<file path="config.mk">
export PLATFORM = sky130hd
export DESIGN_NAME = lpcb_bridge
export DESIGN_NICKNAME = d
export VERILOG_FILES = /design/src/rtl/lpcb_pkg.sv /design/src/rtl/lpcb_decode.sv /design/src/rtl/lpcb_lane.sv /design/src/rtl/lpcb_bridge.sv
export SDC_FILE = /design/constraint.sdc
export NUM_CORES = 1
export LEC_CHECK = 0
export BUFFER_PORTS_ARGS = -buffer_cell sky130_fd_sc_hd__clkbuf_2
export CAP_MARGIN = 10
export CORE_ASPECT_RATIO = 2
export CORE_MARGIN = 2
export CORE_UTILIZATION = 31
export CTS_CLUSTER_SIZE = 16
export DETAILED_ROUTE_END_ITERATION = 16
export SYNTH_ARGS = -nofsm -noshare
export SYNTH_HDL_FRONTEND = slang
export SYNTH_SLANG_ARGS = --single-unit
export TNS_END_PERCENT = 20
</file>
<file path="constraint.sdc">
create_clock -name clk -period 2.34 [get_ports clk]
set_input_delay 0.351 -clock clk [delete_from_list [all_inputs] [get_ports clk]]
set_output_delay 0.351 -clock clk [all_outputs]
set_load 0.005 [all_outputs]
</file>
<file path="src/rtl/lpcb_pkg.sv">
package lpcb_pkg;
    localparam int unsigned DATA_W   = 64;
    localparam int unsigned TADDR_W  = 32;
    localparam int unsigned SIZE_W   = 7;
    localparam int unsigned SIZE_LSB = 52;
    localparam int unsigned RD_BIT   = 63;

    localparam logic [7:0] OFF_BASE  = 8'h40;
    localparam logic [7:0] OFF_CMD   = 8'h41;
    localparam logic [7:0] OFF_DATA  = 8'h42;
    localparam logic [7:0] OFF_STAT  = 8'h43;
    localparam logic [7:0] OFF_LOG   = 8'h12;
    localparam logic [7:0] OFF_ERR   = 8'h13;
    localparam logic [7:0] OFF_RXST  = 8'h18;

    typedef enum logic [2:0] {
        SEL_NONE,
        SEL_QUIET,
        SEL_CMD,
        SEL_DATA,
        SEL_STAT
    } sel_e;

    typedef enum logic {
        ST_IDLE,
        ST_WAIT
    } st_e;
endpackage

</file>
<file path="src/rtl/lpcb_decode.sv">
module lpcb_decode
    import lpcb_pkg::*;
#(
    parameter int unsigned OFF_W = 29
) (
    input  logic [OFF_W-1:0] offset,
    output sel_e             sel
);
    always_comb begin
        sel = SEL_NONE;
        if (offset == OFF_W'(OFF_CMD)) begin
            sel = SEL_CMD;
        end else if (offset == OFF_W'(OFF_DATA)) begin
            sel = SEL_DATA;
        end else if (offset == OFF_W'(OFF_STAT)) begin
            sel = SEL_STAT;
        end else if (offset == OFF_W'(OFF_BASE) || offset == OFF_W'(OFF_LOG) ||
                     offset == OFF_W'(OFF_ERR)  || offset == OFF_W'(OFF_RXST)) begin
            sel = SEL_QUIET;
        end
    end
endmodule

</file>
<file path="src/rtl/lpcb_lane.sv">
module lpcb_lane #(
    parameter int unsigned DW     = 64,
    parameter int unsigned SIZE_W = 7
) (
    input  logic [$clog2(DW/8)-1:0] lane_off,
    input  logic [SIZE_W-1:0]       size,
    input  logic [DW-1:0]           rd_raw,
    input  logic [DW-1:0]           wr_src,
    output logic [DW-1:0]           rd_aligned,
    output logic [DW-1:0]           wr_aligned
);
    localparam int unsigned NLANE  = DW / 8;
    localparam int unsigned LOFF_W = $clog2(NLANE);
    localparam int unsigned END_W  = SIZE_W + 1;

    logic [DW-1:0]    rd_shift;
    logic [END_W-1:0] end_lane;
    logic [END_W-1:0] start_lane;
    logic [NLANE-1:0] lane_en;

    assign start_lane = END_W'(lane_off);
    assign end_lane   = start_lane + END_W'(size);
    assign rd_shift   = rd_raw >> {lane_off, 3'b000};
    assign wr_aligned = wr_src << {lane_off, 3'b000};

    for (genvar k = 0; k < NLANE; k++) begin : g_lane
        localparam logic [END_W-1:0] KIDX = END_W'(k);
        assign lane_en[k] = (KIDX >= start_lane) && (KIDX < end_lane);
        assign rd_aligned[DW-1-8*k -: 8] = lane_en[k] ? rd_shift[DW-1-8*k -: 8] : 8'h00;
    end

    logic unused_loff;
    assign unused_loff = ^{LOFF_W{1'b0}};
endmodule

</file>
<file path="src/rtl/lpcb_bridge.sv">
module lpcb_bridge
    import lpcb_pkg::*;
#(
    parameter int unsigned ADDR_W = 32
) (
    input  logic                clk,
    input  logic                rst_n,
    input  logic                reg_req,
    input  logic                reg_we,
    input  logic [ADDR_W-1:0]   reg_addr,
    input  logic [DATA_W-1:0]   reg_wdata,
    output logic                reg_ack,
    output logic [DATA_W-1:0]   reg_rdata,
    output logic                reg_unimp,
    output logic                busy,
    output logic                dn_req,
    output logic                dn_we,
    output logic [TADDR_W-1:0]  dn_addr,
    output logic [SIZE_W-1:0]   dn_size,
    output logic [DATA_W-1:0]   dn_wdata,
    input  logic                dn_ack,
    input  logic [DATA_W-1:0]   dn_rdata
);
    localparam int unsigned OFF_W  = ADDR_W - 3;
    localparam int unsigned LOFF_W = $clog2(DATA_W / 8);

    typedef struct packed {
        st_e               st;
        logic [DATA_W-1:0] cmd;
        logic [DATA_W-1:0] data;
        logic              ack;
        logic [DATA_W-1:0] rdata;
        logic              unimp;
        logic              dn_we;
    } state_t;

    state_t q, d;
    sel_e   sel;
    logic [DATA_W-1:0] rd_aligned;
    logic [DATA_W-1:0] wr_aligned;

    lpcb_decode #(.OFF_W(OFF_W)) u_decode (
        .offset (reg_addr[ADDR_W-1:3]),
        .sel    (sel)
    );

    lpcb_lane #(.DW(DATA_W), .SIZE_W(SIZE_W)) u_lane (
        .lane_off   (q.cmd[LOFF_W-1:0]),
        .size       (q.cmd[SIZE_LSB +: SIZE_W]),
        .rd_raw     (dn_rdata),
        .wr_src     (q.data),
        .rd_aligned (rd_aligned),
        .wr_aligned (wr_aligned)
    );

    always_comb begin
        d       = q;
        d.ack   = 1'b0;
        d.unimp = 1'b0;
        d.rdata = '0;
        unique case (q.st)
            ST_IDLE: begin
                if (reg_req) begin
                    if (reg_we) begin
                        case (sel)
                            SEL_CMD: begin
                                d.cmd = reg_wdata;
                                if (reg_wdata[RD_BIT]) begin
                                    d.st    = ST_WAIT;
                                    d.dn_we = 1'b0;
                                end else begin
                                    d.ack = 1'b1;
                                end
                            end
                            SEL_DATA: begin
                                d.data = reg_wdata;
                                if (!q.cmd[RD_BIT]) begin
                                    d.st    = ST_WAIT;
                                    d.dn_we = 1'b1;
                                end else begin
                                    d.ack = 1'b1;
                                end
                            end
                            SEL_NONE: begin
                                d.ack   = 1'b1;
                                d.unimp = 1'b1;
                            end
                            default: d.ack = 1'b1;
                        endcase
                    end else begin
                        d.ack = 1'b1;
                        case (sel)
                            SEL_CMD:  d.rdata = q.cmd;
                            SEL_DATA: d.rdata = q.data;
                            SEL_STAT: d.rdata = {1'b1, {(DATA_W-1){1'b0}}};
                            SEL_NONE: d.unimp = 1'b1;
                            default:  d.rdata = '0;
                        endcase
                    end
                end
            end
            ST_WAIT: begin
                if (dn_ack) begin
                    d.st  = ST_IDLE;
                    d.ack = 1'b1;
                    if (!q.dn_we) begin
                        d.data = rd_aligned;
                    end
                end
            end
            default: d.st = ST_IDLE;
        endcase
    end

    always_ff @(posedge clk) begin
        if (!rst_n) begin
            q <= '{st: ST_IDLE, cmd: '0, data: '0, ack: 1'b0,
                   rdata: '0, unimp: 1'b0, dn_we: 1'b0};
        end else begin
            q <= d;
        end
    end

    assign reg_ack   = q.ack;
    assign reg_rdata = q.rdata;
    assign reg_unimp = q.unimp;
    assign dn_req    = (q.st == ST_WAIT);
    assign busy      = dn_req;
    assign dn_we     = q.dn_we;
    assign dn_addr   = q.cmd[TADDR_W-1:0];
    assign dn_size   = q.cmd[SIZE_LSB +: SIZE_W];
    assign dn_wdata  = wr_aligned;

    logic unused_bits;
    assign unused_bits = ^{reg_addr[2:0], q.cmd[SIZE_LSB-1:TADDR_W], q.cmd[RD_BIT-1:SIZE_LSB+SIZE_W]};

    // downstream request held with stable fields until acknowledged
    a_r3_req_hold: assert property (@(posedge clk) disable iff (!rst_n)
        (dn_req && !dn_ack) |=> (dn_req && $stable(dn_addr) && $stable(dn_size) && $stable(dn_wdata)));

    // a transaction only starts from a register write
    a_r3_launch_cause: assert property (@(posedge clk) disable iff (!rst_n)
        $rose(busy) |-> $past(reg_req && reg_we));

    // command write without read flag answers next cycle, no launch
    a_r2_cmd_no_launch: assert property (@(posedge clk) disable iff (!rst_n)
        (reg_req && reg_we && !busy && sel == SEL_CMD && !reg_wdata[RD_BIT]) |=> (reg_ack && !busy));

    // data write in read mode starts nothing
    a_r6_data_no_launch: assert property (@(posedge clk) disable iff (!rst_n)
        (reg_req && reg_we && !busy && sel == SEL_DATA && q.cmd[RD_BIT]) |=> (reg_ack && !dn_req));

    // no acknowledge while outstanding
    a_r7_busy_no_ack: assert property (@(posedge clk) disable iff (!rst_n)
        busy |-> !reg_ack);

    // debug strobe only with an acknowledge
    a_r9_unimp_ack: assert property (@(posedge clk) disable iff (!rst_n)
        reg_unimp |-> reg_ack);

    // completion follows the downstream acknowledge
    a_r10_ack_after_dn: assert property (@(posedge clk) disable iff (!rst_n)
        (dn_req && dn_ack) |=> (reg_ack && !dn_req));

    // acknowledge is a single-cycle pulse
    a_r10_ack_pulse: assert property (@(posedge clk) disable iff (!rst_n)
        reg_ack |=> !reg_ack);
endmodule

</file>
; ---- Word level (Yosys, flattened, before mapping)
; Index checks and enable logic that the tools add are counted.
[word_totals]
reg_bits = 196
input_bits = 165
output_inout_bits = 172
word_cells = 99
[op_classes]
addsub = 1
magnitude_cmp = 16
eq_ne = 17
shift = 2
n_mux = 35
bitwise = 3
n_reduce_logical = 18
[op_table]
columns = cell, count
row1 = 64-bit two-way mux, 4
row2 = 196-bit two-way mux, 1
row3 = 64-bit case mux with 3 select lines, 1
row4 = 65-bit case mux with 2 select lines, 1
row5 = 129-bit two-way mux, 1
row6 = 29-bit by 7-bit == test with 1-bit output (second input constant), 4
row7 = 29-bit by 5-bit == test with 1-bit output (second input constant), 3
row8 = 65-bit two-way mux, 1
row9 = 8-bit two-way mux, 8
row10 = 64-bit by 6-bit left shift with 64-bit output, 1
row11 = 64-bit by 6-bit right shift with 64-bit output, 1
row12 = 3-bit by 8-bit < comparator with 1-bit output (first input constant), 4
row13 = 1-bit by 8-bit < comparator with 1-bit output (first input constant), 2
row14 = 2-bit by 8-bit < comparator with 1-bit output (first input constant), 2
row15 = 3-bit greater-or-equal comparator (first input constant), 4
row16 = 2-bit inequality test (second input constant), 6
row17 = 1-bit two-way mux, 11
row18 = 3-bit two-way mux, 3
row19 = 3-bit by 7-bit adder with 8-bit output, 1
row20 = 1-bit logical AND, 8
row21 = 1-bit case mux with 2 select lines, 4
row22 = 3-bit by 2-bit == test with 1-bit output (second input constant), 2
row23 = 1-bit by 3-bit greater-or-equal comparator with 1-bit output (first input constant), 2
row24 = 2-bit by 3-bit greater-or-equal comparator with 1-bit output (first input constant), 2
row25 = other kinds (11), 15

; ---- Logic depth before layout (Yosys ltp)
; Gate-level depths: netlist of run 1.
[logic_depth]
ltp_word = 13
depth_mapped = 8
depth_no_buf = 7

; ---- Cells and area by module
; Synthesis of run 1 repeated with hierarchy kept, for this count alone.
[hier_totals]
cells_unflattened = 1604
area_unflattened_um2 = 13550.5
[modules_own_cells]
columns = mod, n_inst, cells_each, area_each_um2
row1 = lpcb_bridge, 1, 1071, 9671.8
row2 = lpcb_lane, 1, 513, 3727.3
row3 = lpcb_decode, 1, 20, 151.4

; ---- Worst setup path after synthesis of run 1
; OpenSTA, ideal clock, no wires.
[synth_path]
path_kind = flip-flop to output port
from = register q, in the netlist dn_addr[0]
to = output port dn_wdata[41]
arrival_time_ns = 1.940
required_ns = 1.989
path_slack_ns = 0.049
path_stages_with_launch = 7
n_path_buf = 4
path_cell_list = dfxtp_1 -> buf_2 -> buf_2 -> clkbuf_1 -> buf_1 -> mux2i_1 -> o22ai_1
[synth_via]
elab_chain_len = 1
[synth_lines]
columns = item, line_no
row1 = start: declaration, lpcb_bridge.sv:37  ; state_t q, d;
row2 = start signal: assignment, lpcb_bridge.sv:117  ; q <= '{st: ST_IDLE, cmd: '0, data: '0, ack: 1'b0,
row3 = 64-bit by 6-bit left shift with 64-bit output, lpcb_lane.sv:24  ; assign wr_aligned = wr_src << {lane_off, 3'b000};
row4 = end: declaration, lpcb_bridge.sv:20  ; output logic [DATA_W-1:0] dn_wdata,
; Every way passes these cells.

; ---- Worst setup path after layout of run 1
[layout_path]
from = register q, in the netlist dn_addr[1]
to = output port dn_wdata[57]
; The elaborated chain is that of the path after synthesis.

==> results.sh, run 1 <==
export IMPL_outcome="finished with violations"
export IMPL_violations="negative setup slack"
export IMPL_routed_wl_um=59100
export IMPL_num_rows=101
export IMPL_p_leak_nw=6.04
export IMPL_yosysTopAreaCell="dfxtp_1"
export IMPL_fp_dieW_um=143
export IMPL_cp_slowest_cell="dfxtp_4"
export IMPL_drc=0
export IMPL_antenna_found_initial=3
export IMPL_dr_pass1_iters=5
export IMPL_hold_viol=0
export IMPL_tightest_slew_ns=1.06
export IMPL_start_kind="flop"
export IMPL_seq_area_frac_synth_pct=32.9
export IMPL_n_fill_cell=3926
export IMPL_fin_crit_ns=2.36
export IMPL_wl_per_cell_um=27.6
export IMPL_hold_ws_ns=0.142
export IMPL_synthTopCellsByArea="dfxtp_1 (33%), mux2i_1 (14%), buf_4 (6.6%)"
export IMPL_max_cap_violations=0
export IMPL_end_kind="primary output"
export IMPL_clock_tree_root_cell="clkbuf_16"
export IMPL_finish_instance_area_um2=15300
export IMPL_vias=12416
export IMPL_finalClockSkew_ns=0.0158
export IMPL_num_io_pins=337
export IMPL_synth_edf_count=0
export IMPL_syn_nets=1567
export IMPL_drv_slew=0
export IMPL_clk_pin_slew_ns=0.08
export IMPL_ir_drop_mv=0.530
export IMPL_hp_class="input port to flop"
export IMPL_fin_crit_sh_pct=101
export IMPL_coreArea_um2=37900
export IMPL_netlist_area_leader_share_pct=32.9
export IMPL_path_delay_family="buffers and inverters"
export IMPL_synthFlopType="dfxtp_1"
export IMPL_grt_pass1_wl_um=84100
export IMPL_seq_area_um2=3940
export IMPL_yosys_cell_types_count=53
export IMPL_stdcell_count=2143
export IMPL_crit_type="flop to primary output"
export IMPL_setup_viol=4
export IMPL_cts_sinks=196
export IMPL_cp_required_ns=1.99
export IMPL_cp_arrival_ns=2.01
export IMPL_cp_max_fo=18
export IMPL_cp_cell_sequence="buf_6 -> buf_16 -> nor2b_1 -> a211oi_2 -> nand3b_1 -> o21ai_2 -> clkbuf_2"
export IMPL_initial_core_util_pct=31.4
export IMPL_viasPerCell=5.79
export IMPL_syn_instance_count=1398
export IMPL_die_h_um=281
export IMPL_areaGrowthSynthToFinish_pct=28.8
export IMPL_cts_hold_buf=0
export IMPL_max_freq_mhz=423
export IMPL_timing_final_ws_setup_ns=-0.0223
export IMPL_relSlewSlack_pct=28.7
export IMPL_crit_buf_inv=3
export IMPL_drtIter0Drc=1094
export IMPL_dp_hpwl_um=45400
export IMPL_final_nets=1834
export IMPL_drt_antenna_violating_nets=0
export IMPL_placed_cells=2089
export IMPL_rsz0062_at_grt="true"
export IMPL_groute_usage_overall_pct=29.1
export IMPL_synthArstFlopShare_pct=0
export IMPL_p_per_area_nw_per_um2=447
export IMPL_placed_area_um2=14000
export IMPL_yosysWarnings=0
export IMPL_htree_levels=4
export IMPL_ys_ff_latch=196
export IMPL_multi_input_area_um2=7040
export IMPL_place_gp_congestion=0.948
export IMPL_dieArea_um2=40100
export IMPL_clk_path_buf_depth=2
export IMPL_drive_gt1_share_pct=38.4
export IMPL_synth_area_um2=11900
export IMPL_overflow=0
export IMPL_numCtsBuffers=17
export IMPL_cts_tree="done"
export IMPL_avgSynthCellArea_um2=8.52
export IMPL_grt_pass1_vias=12498
export IMPL_critPathMaxStageDelay_ns=0.45
export IMPL_insertion_delay_ns=0.48
export IMPL_grt_start_max_net_pins=67
export IMPL_portBuffers=333
[routing by layer]
metal | GRT usage [%] | wire length (µm) | vias up
met5 | 0 | 13 | -
met4 | 25.2 | 6240 | 2
met3 | 4.86 | 3260 | 246
met2 | 51.1 | 29900 | 654
met1 | 29.3 | 19800 | 6009
li1 | - | - | 5505
[per-stage QoR]
stage / utilization, % / setup TNS, ns / setup WS [ns] / power, mW
6_report: 40.4 / -0.0498 / -0.0223 / 6.85
5_1_grt: 40.4 / -0.675 / -0.0653 / 7.03
4_1_cts: 39.8 / -0.331 / -0.0581 / 6.87
3_5_place_dp: 36.8 / -19.51 / -0.349 / 3.92
3_3_place_gp: 36.8 / -15.86 / -0.300 / 3.92
2_1_floorplan: - / 0 / 0.0494 / 3.59
[cells in the mapped netlist, types with 2 or more instances]
| master | instances |
|---|---|
| a31oi_1 | 42 |
| a21o_1 | 2 |
| o2bb2ai_1 | 8 |
| a21oi_1 | 47 |
| mux4_2 | 20 |
| o211ai_1 | 16 |
| nor4_1 | 7 |
| nand4_1 | 10 |
| buf_4 | 104 |
| nand2_1 | 99 |
| buf_2 | 15 |
| nand3_1 | 3 |
| nand3b_1 | 2 |
| nand2b_1 | 13 |
| or2_2 | 4 |
| ha_1 | 3 |
| or3_1 | 9 |
| a211oi_1 | 5 |
| o21a_1 | 2 |
| mux2i_1 | 172 |
| and2_1 | 10 |
| dfxtp_1 | 196 |
| buf_1 | 18 |
| nor2_2 | 10 |
| nor2b_1 | 12 |
| or4_1 | 3 |
| clkbuf_1 | 79 |
| a2bb2oi_1 | 16 |
| o311a_1 | 2 |
| o21ai_0 | 38 |
| a22oi_1 | 82 |
| nor2_1 | 195 |
| buf_6 | 7 |
| nor3_1 | 5 |
| inv_1 | 11 |
| o21ai_1 | 4 |
| o31a_1 | 2 |
| a32oi_1 | 8 |
| mux2_2 | 24 |
| o31ai_1 | 49 |
| o22ai_1 | 32 |
[path summary, 6_finish.rpt]
path         slack (ns)  cells past startpoint            to     startpoint
max               -0.02                      7  dn_wdata[57]     dn_addr[1]
min                0.14                      3   dn_addr[10]  reg_wdata[10]
max reg2reg        0.01                      7        q[127]     dn_addr[1]
min reg2reg        0.50                      2        q[174]         q[174]
[layout make-up]
type                       instances  area share, %
multi-input combinational        967           45.9
sequential                       196           25.7
timing repair buffer             471           20.5
tap                              463           3.78
clock buffer                      18           2.86
clock inverter                    14          0.865
inverter                          12          0.310
antenna                            2         0.0326
[sequential cells by signal, summed over array words and instances (netlist names)]
register and count:
q 89, reg_rdata 64, dn_addr 32, dn_size 7, busy 1, dn_we 1
reg_ack 1, reg_unimp 1
[cells in the final DEF, fill, tap and decap left out, drive strengths merged, types with 12 or more instances in the layout]
cell type | netlist | final
inv | 12 | 20
mux4 | 20 | 20
clkbuf | 79 | 351
mux2 | 24 | 24
nand2 | 99 | 99
buf | 144 | 133
a21oi | 47 | 47
a31oi | 42 | 42
a2bb2oi | 16 | 16
nor2b | 12 | 12
o22ai | 32 | 32
a22oi | 82 | 82
o21ai | 42 | 42
mux2i | 172 | 172
nand2b | 13 | 13
o211ai | 16 | 16
dfxtp | 196 | 196
nor2 | 205 | 205
o31ai | 49 | 49
[where the power goes]
part	switching, mW	total (mW)	leakage [nW]	internal (mW)
clock network	1.55	3.00	0.286	1.44
logic	0.325	0.525	4.17	0.201
registers	0.000622	3.33	1.58	3.33
[tightest hold or removal path, cell delays in order]
cell and delay, ns:
clkbuf_2 0.09, mux2i_1 0.06, nor2_1 0.07
[logic make-up (layout without fill, tap and decap cells)]
kind of cell / after synthesis / in the layout / synth area share, %
buf+inv: 235 / 515 / 11.3
flops: 196 / 196 / 32.9
xor+xnor: 1 / 1 / 0.0736
other cells: 0 / 2 / 0
simple gates: 387 / 387 / 14.2
fa+ha+maj: 4 / 4 / 0.483
compound gates: 359 / 359 / 20.5
mux: 216 / 216 / 20.5
[what timing repair did]
item / CTS / global route
cloned: 7 / 1
endpoints found under the setup margin: 58 / 91
setup buffers: 12 / 2
pin swaps: 1 / 7
hold endpoints to repair: 0 / 0
resized for setup: 74 / 56
(Power assumes the default switching activity.)
==> run 2: changes to the inputs <==
--- a/config.mk
+++ b/config.mk
@@ -7,7 +7,6 @@
 export LEC_CHECK = 0
 export BUFFER_PORTS_ARGS = -buffer_cell sky130_fd_sc_hd__clkbuf_2
 export CAP_MARGIN = 10
-export CORE_ASPECT_RATIO = 2
 export CORE_MARGIN = 2
 export CORE_UTILIZATION = 31
 export CTS_CLUSTER_SIZE = 16
==> results.sh, run 2 (same netlist as run 1, synthesis figures left out) <==
export IMPL_cts_hold_buf=0
export IMPL_placed_cells=2094
export IMPL_reg2reg_depth=8
export IMPL_start_kind="flop"
export IMPL_cp_max_fo=24
export IMPL_comb_power_share_pct=7.0
export IMPL_relSlewSlack_pct=31.9
export IMPL_cts_sinks=196
export IMPL_grt_pass1_wl_um=76900
export IMPL_r2r_end="q[69]"
export IMPL_fin_crit_sh_pct=104
export IMPL_drv_slew=0
export IMPL_cp_arrival_ns=2.07
export IMPL_crit_type="flop to primary output"
export IMPL_critPathLaunch="dn_addr[2]"
export IMPL_crit_buf_inv=4
export IMPL_drive_gt1_share_pct=37.9
export IMPL_ir_drop_mv=0.522
export IMPL_dp_hpwl_um=39900
export IMPL_drt_antenna_violating_nets=0
export IMPL_seq_area_um2=3940
export IMPL_initial_core_util_pct=31.5
export IMPL_hp_start="reg_wdata[53]"
export IMPL_reg2reg_from="dn_addr[1]"
export IMPL_clock_tree_root_cell="clkbuf_16"
export IMPL_final_common_cell="clkbuf_2"
export IMPL_power_mw=7.04
export IMPL_max_freq_mhz=413
export IMPL_num_rows=71
export IMPL_fp_dieW_um=200
export IMPL_hold_ws_ns=0.148
export IMPL_n_fill_cell=3855
export IMPL_cts_tree="done"
export IMPL_stdcell_count=2160
export IMPL_sequentialPowerShare_pct=47.3
export IMPL_drtIter0Drc=1252
export IMPL_p_leak_nw=5.92
export IMPL_path_delay_family="buffers and inverters"
export IMPL_reg2reg_slack_ns=-0.02
export IMPL_setup_viol=8
export IMPL_max_cap_violations=0
export IMPL_violations="negative setup slack"
export IMPL_fin_crit_ns=2.42
export IMPL_grt_pass1_vias=11543
export IMPL_p_int_mw=5.18
export IMPL_coreArea_um2=37800
export IMPL_p_clk_share_pct=45.6
export IMPL_final_cell_mix="clkbuf_2 (325), dfxtp_1 (192), nor2_1 (184), mux2i_1 (160), nand2_1 (98)"
export IMPL_setup_tns_ns=-0.216
export IMPL_top_register="q"
export IMPL_hp_class="input port to flop"
export IMPL_swShare_pct=26.3
export IMPL_outcome="finished with violations"
export IMPL_cp_required_ns=1.99
export IMPL_final_nets=1804
export IMPL_p_per_area_nw_per_um2=460
export IMPL_numCtsBuffers=17
export IMPL_cp_cell_sequence="buf_16 -> buf_4 -> bufbuf_16 -> a211oi_1 -> clkbuf_2"
export IMPL_min_to="dn_size[1]"
export IMPL_hold_depth=3
export IMPL_vias=12225
export IMPL_die_h_um=200
export IMPL_multi_input_area_um2=7060
export IMPL_antenna_found_initial=3
export IMPL_dr_pass1_iters=6
export IMPL_largest_register_ffs=89
export IMPL_portBuffers=333
export IMPL_clk_pin_slew_ns=0.09
export IMPL_routed_wl_um=54000
export IMPL_post_route_util_pct=40.5
export IMPL_rsz0062_at_grt="true"
export IMPL_wl_per_cell_um=25.0
export IMPL_groute_usage_overall_pct=26.4
export IMPL_htree_levels=4
export IMPL_hold_viol=0
export IMPL_place_gp_congestion=0.971
export IMPL_timing_final_ws_setup_ns=-0.0820
export IMPL_num_io_pins=337
export IMPL_overflow=0
export IMPL_finalClockSkew_ns=0.0157
export IMPL_cp_slowest_cell="a211oi_1"
export IMPL_grt_start_max_net_pins=66
export IMPL_viasPerCell=5.66
export IMPL_clk_path_buf_depth=2
export IMPL_dieArea_um2=40000
export IMPL_switching_power_mw=1.85
export IMPL_drc=0
export IMPL_tightest_slew_ns=1.01
export IMPL_areaGrowthSynthToFinish_pct=28.4
export IMPL_critPathMaxStageDelay_ns=0.43
export IMPL_end_kind="primary output"
export IMPL_insertion_delay_ns=0.46
## run 2: changes by cell type in the layout (fill, tap and decap cells not counted), sizes merged
cell      change
bufbuf        +1
clkinvlp      +1
diode         -1
buf          -26
bufinv        +2
inv           -2
clkbuf        -5
clkinv        -1
## run 2: layout make-up
cell class / count / area share (%)
clock buffer: 18 / 2.87
antenna: 1 / 0.0164
tap: 511 / 4.18
multi-input combinational: 967 / 46.2
timing repair buffer: 441 / 19.5
clock inverter: 14 / 1.22
inverter: 12 / 0.295
sequential: 196 / 25.7
## run 2: power groups by stage
stage | clock [mW] | combinational, mW | sequential, mW
4_1_cts | 3.26 | 0.482 | 3.33
5_1_grt | 3.38 | 0.516 | 3.33
3_3_place_gp | 0 | 0.478 | 3.41
2_1_floorplan | 0 | 0.173 | 3.41
6_report | 3.21 | 0.494 | 3.33
3_5_place_dp | 0 | 0.481 | 3.41
## run 2: per-stage QoR
| step | setup WS (ns) | instance area, µm² |
|---|---|---|
| 2_1_floorplan | 0.0494 | 11900 |
| 3_3_place_gp | -0.179 | 13700 |
| 3_5_place_dp | -0.197 | 13700 |
| 4_1_cts | -0.0925 | 14800 |
| 5_1_grt | -0.103 | 15300 |
| 6_report | -0.0820 | 15300 |
## run 2: timing repair
action                                  in CTS  in global routing
resized for setup                           42                 92
endpoints found under the hold margin        0                  0
gates cloned                                 7                  3
pin swaps                                    2                 11
buffers inserted                            12                 11
endpoints found under the setup margin      80                102
## run 2: how the worst max path moves through the flow
stage | endpoint | slack [ns] | cells past startpoint
3_5_place_dp | reg_rdata[30] | -0.20 | 7
3_3_place_gp | reg_rdata[25] | -0.18 | 7
4_1_cts | dn_wdata[62] | -0.09 | 5
6_report | dn_wdata[25] | -0.08 | 5
5_1_grt | dn_wdata[27] | -0.10 | 7
2_1_floorplan | dn_wdata[41] | 0.05 | 6
## run 2: per-layer routing
metal,GRT usage (%),routed length [µm]
met1,35.7,22700
met2,41.4,24300
met3,5.71,5190
met4,9.36,1770
met5,0,28
## run 2: worst register-to-register path: stages (launching register included)
cell and delay, ns:
dfxtp_4 0.41, buf_4 0.18, ha_1 0.33, a21oi_2 0.24, nor3_2 0.10, buf_4 0.15, o21ba_2 0.27, or3_1 0.37
a31oi_2 0.23
==> run 3: changes to the inputs <==
--- a/config.mk
+++ b/config.mk
@@ -13,5 +13,6 @@
 export DETAILED_ROUTE_END_ITERATION = 16
 export SYNTH_ARGS = -nofsm -noshare
 export SYNTH_HDL_FRONTEND = slang
+export SYNTH_HIERARCHICAL = 1
 export SYNTH_SLANG_ARGS = --single-unit
 export TNS_END_PERCENT = 20
==> results.sh, run 3 <==
export IMPL_max_freq_mhz=400
export IMPL_n_fill_cell=4263
export IMPL_placed_cells=2365
export IMPL_antenna_found_initial=8
export IMPL_fin_crit_sh_pct=107
export IMPL_numCtsBuffers=17
export IMPL_crit_buf_inv=3
export IMPL_dr_pass1_iters=5
export IMPL_drt_antenna_violating_nets=0
export IMPL_place_gp_congestion=0.953
export IMPL_drive_gt1_share_pct=37.7
export IMPL_routed_wl_um=60600
export IMPL_coreArea_um2=43100
export IMPL_synth_commonest_cells="dfxtp_1 (196), mux2i_1 (195), nor2_1 (147)"
export IMPL_end_kind="primary output"
export IMPL_cp_arrival_ns=2.15
export IMPL_final_common_cell="clkbuf_2"
export IMPL_yosys_cell_types_count=57
export IMPL_start_kind="flop"
export IMPL_cts_tree="done"
export IMPL_dp_hpwl_um=44400
export IMPL_p_leak_nw=7.42
export IMPL_drc=0
export IMPL_avgSynthCellArea_um2=8.45
export IMPL_finalClockSkew_ns=0.0185
export IMPL_htree_levels=4
export IMPL_synth_compound_area_share_pct=14.8
export IMPL_tightest_slew_ns=0.808
export IMPL_syn_instance_count=1604
export IMPL_hp_start="reg_wdata[60]"
export IMPL_netlist_area_leader_share_pct=29.0
export IMPL_violations="negative setup slack"
export IMPL_timing_final_ws_setup_ns=-0.162
export IMPL_cp_cell_sequence="buf_12 -> buf_16 -> mux4_2 -> mux2_4 -> clkbuf_2"
export IMPL_critPathLaunch="dn_addr[0]"
export IMPL_hold_viol=0
export IMPL_clk_pin_slew_ns=0.07
export IMPL_fp_dieW_um=213
export IMPL_setup_viol=73
export IMPL_fin_crit_ns=2.50
export IMPL_overflow=0
export IMPL_cts_sinks=196
export IMPL_cp_slowest_cell="mux4_2"
export IMPL_final_nets=2010
export IMPL_wl_per_cell_um=24.8
export IMPL_reg2reg_from="dn_addr[2]"
export IMPL_areaGrowthSynthToFinish_pct=29.5
export IMPL_ys_ff_latch=196
export IMPL_multi_input_area_um2=8650
export IMPL_ir_drop_mv=0.437
export IMPL_path_delay_family="multiplexers"
export IMPL_synthFlopType="dfxtp_1"
export IMPL_num_rows=76
export IMPL_largest_register_ffs=89
export IMPL_final_cell_mix="clkbuf_2 (327), dfxtp_1 (192), mux2i_1 (182), nor2_1 (132), nand2_1 (118)"
export IMPL_clk_path_buf_depth=2
export IMPL_yosysMostFrequentCell="dfxtp_1"
export IMPL_outcome="finished with violations"
export IMPL_rsz0062_at_grt="true"
export IMPL_setup_tns_ns=-4.27
export IMPL_portBuffers=333
export IMPL_top_register="q"
export IMPL_cp_max_fo=9
export IMPL_viasPerCell=5.53
export IMPL_yosysTopAreaCell="dfxtp_1"
export IMPL_synth_xor_area_share_pct=0.194
export IMPL_dieArea_um2=45400
export IMPL_clock_tree_root_cell="clkbuf_16"
export IMPL_groute_usage_overall_pct=26.3
export IMPL_drtIter0Drc=1260
export IMPL_synth_top_family_by_area="multiplexers"
export IMPL_yosysWarnings=6
export IMPL_drv_slew=0
export IMPL_p_per_area_nw_per_um2=400
export IMPL_synthTopCellsByArea="dfxtp_1 (29%), mux2i_1 (14%), buf_4 (5.8%)"
export IMPL_synth_edf_count=0
export IMPL_syn_nets=1773
export IMPL_cts_hold_buf=0
export IMPL_initial_core_util_pct=31.5
export IMPL_synthAdderAreaFrac_pct=0.425
export IMPL_seq_area_frac_synth_pct=29.0
export IMPL_synthMuxAreaShare_pct=22.1
export IMPL_max_cap_violations=0
export IMPL_crit_type="flop to primary output"
export IMPL_synth_area_um2=13600
export IMPL_cp_required_ns=1.99
export IMPL_grt_pass1_wl_um=87200
export IMPL_synthArstFlopShare_pct=0
export IMPL_vias=13527
export IMPL_synth_simple_gate_area_share_pct=21.9
export IMPL_seq_area_um2=3940
export IMPL_hp_class="input port to flop"
export IMPL_stdcell_count=2447
export IMPL_insertion_delay_ns=0.50
export IMPL_grt_pass1_vias=13262
export IMPL_die_h_um=213
export IMPL_relSlewSlack_pct=46.1
export IMPL_critPathMaxStageDelay_ns=0.57
export IMPL_num_io_pins=337
export IMPL_grt_start_max_net_pins=196
run 3: path summary, 6_finish.rpt:
check / to / slack [ns] / cells past startpoint
min: q[191] / 0.11 / 3
min reg2reg: q[193] / 0.48 / 2
max: dn_wdata[53] / -0.16 / 5
max reg2reg: q[118] / -0.12 / 10
run 3: kinds of logic after synthesis:
kind of cell    count (synthesis)
compound gates                321
flops                         196
mux                           263
simple gates                  545
buf+inv                       272
fa+ha+maj                       4
xor+xnor                        3
run 3: worst min-delay path, delay by kind of cell:
family	cells	cell delay [ns]
and+or+nand+nor	1	0.06
AOI/OAI and AO/OA	1	0.05
buffers and inverters	1	0.09
run 3: cell type report:
class                      instances  share of cell area [%]
clock buffer                      18                    2.45
sequential                       196                    22.4
clock inverter                    14                   0.841
tap                              585                    4.17
multi-input combinational       1136                    49.3
inverter                          12                   0.257
antenna                            8                   0.114
timing repair buffer             478                    20.4
run 3: power breakdown:
part | leakage, nW | switching [mW] | internal (mW)
sequential | 1.58 | 0.000439 | 3.33
combinational | 5.56 | 0.341 | 0.238
clock | 0.282 | 1.53 | 1.58
total | 7.42 | 1.88 | 5.15
run 3: per-stage QoR:
stage | utilization, % | setup slack, ns | hold slack [ns] | total power [mW] | instance area, µm²
finish | 40.7 | -0.162 | 0.109 | 7.03 | 17500
global route | 40.7 | -0.201 | 0.112 | 7.24 | 17500
CTS | 39.6 | -0.174 | 0.0754 | 7.06 | 17100
detailed placement | 35.9 | -0.317 | 0.467 | 3.96 | 15500
global placement | 35.9 | -0.235 | 0.460 | 3.96 | 15500
floorplan | - | 0.0139 | 0.448 | 3.64 | 13600
run 3: layer usage:
layer  track usage (%)  vias up  wire length [µm]
met3              6.52      159              4810
met2              40.9      628             27300
met1              33.0     6630             25100
met5                 0        -                22
met4              15.3        4              3420
li1                  -     6106                 -
run 3: repair_timing:
| action | CTS | global route |
|---|---|---|
| setup buffers | 21 | 10 |
| gates resized for setup | 154 | 110 |
| endpoints found under the hold margin | 0 | 0 |
| pin swaps | 22 | 55 |
| endpoints found under the setup margin | 122 | 123 |
| gates cloned | 10 | 3 |
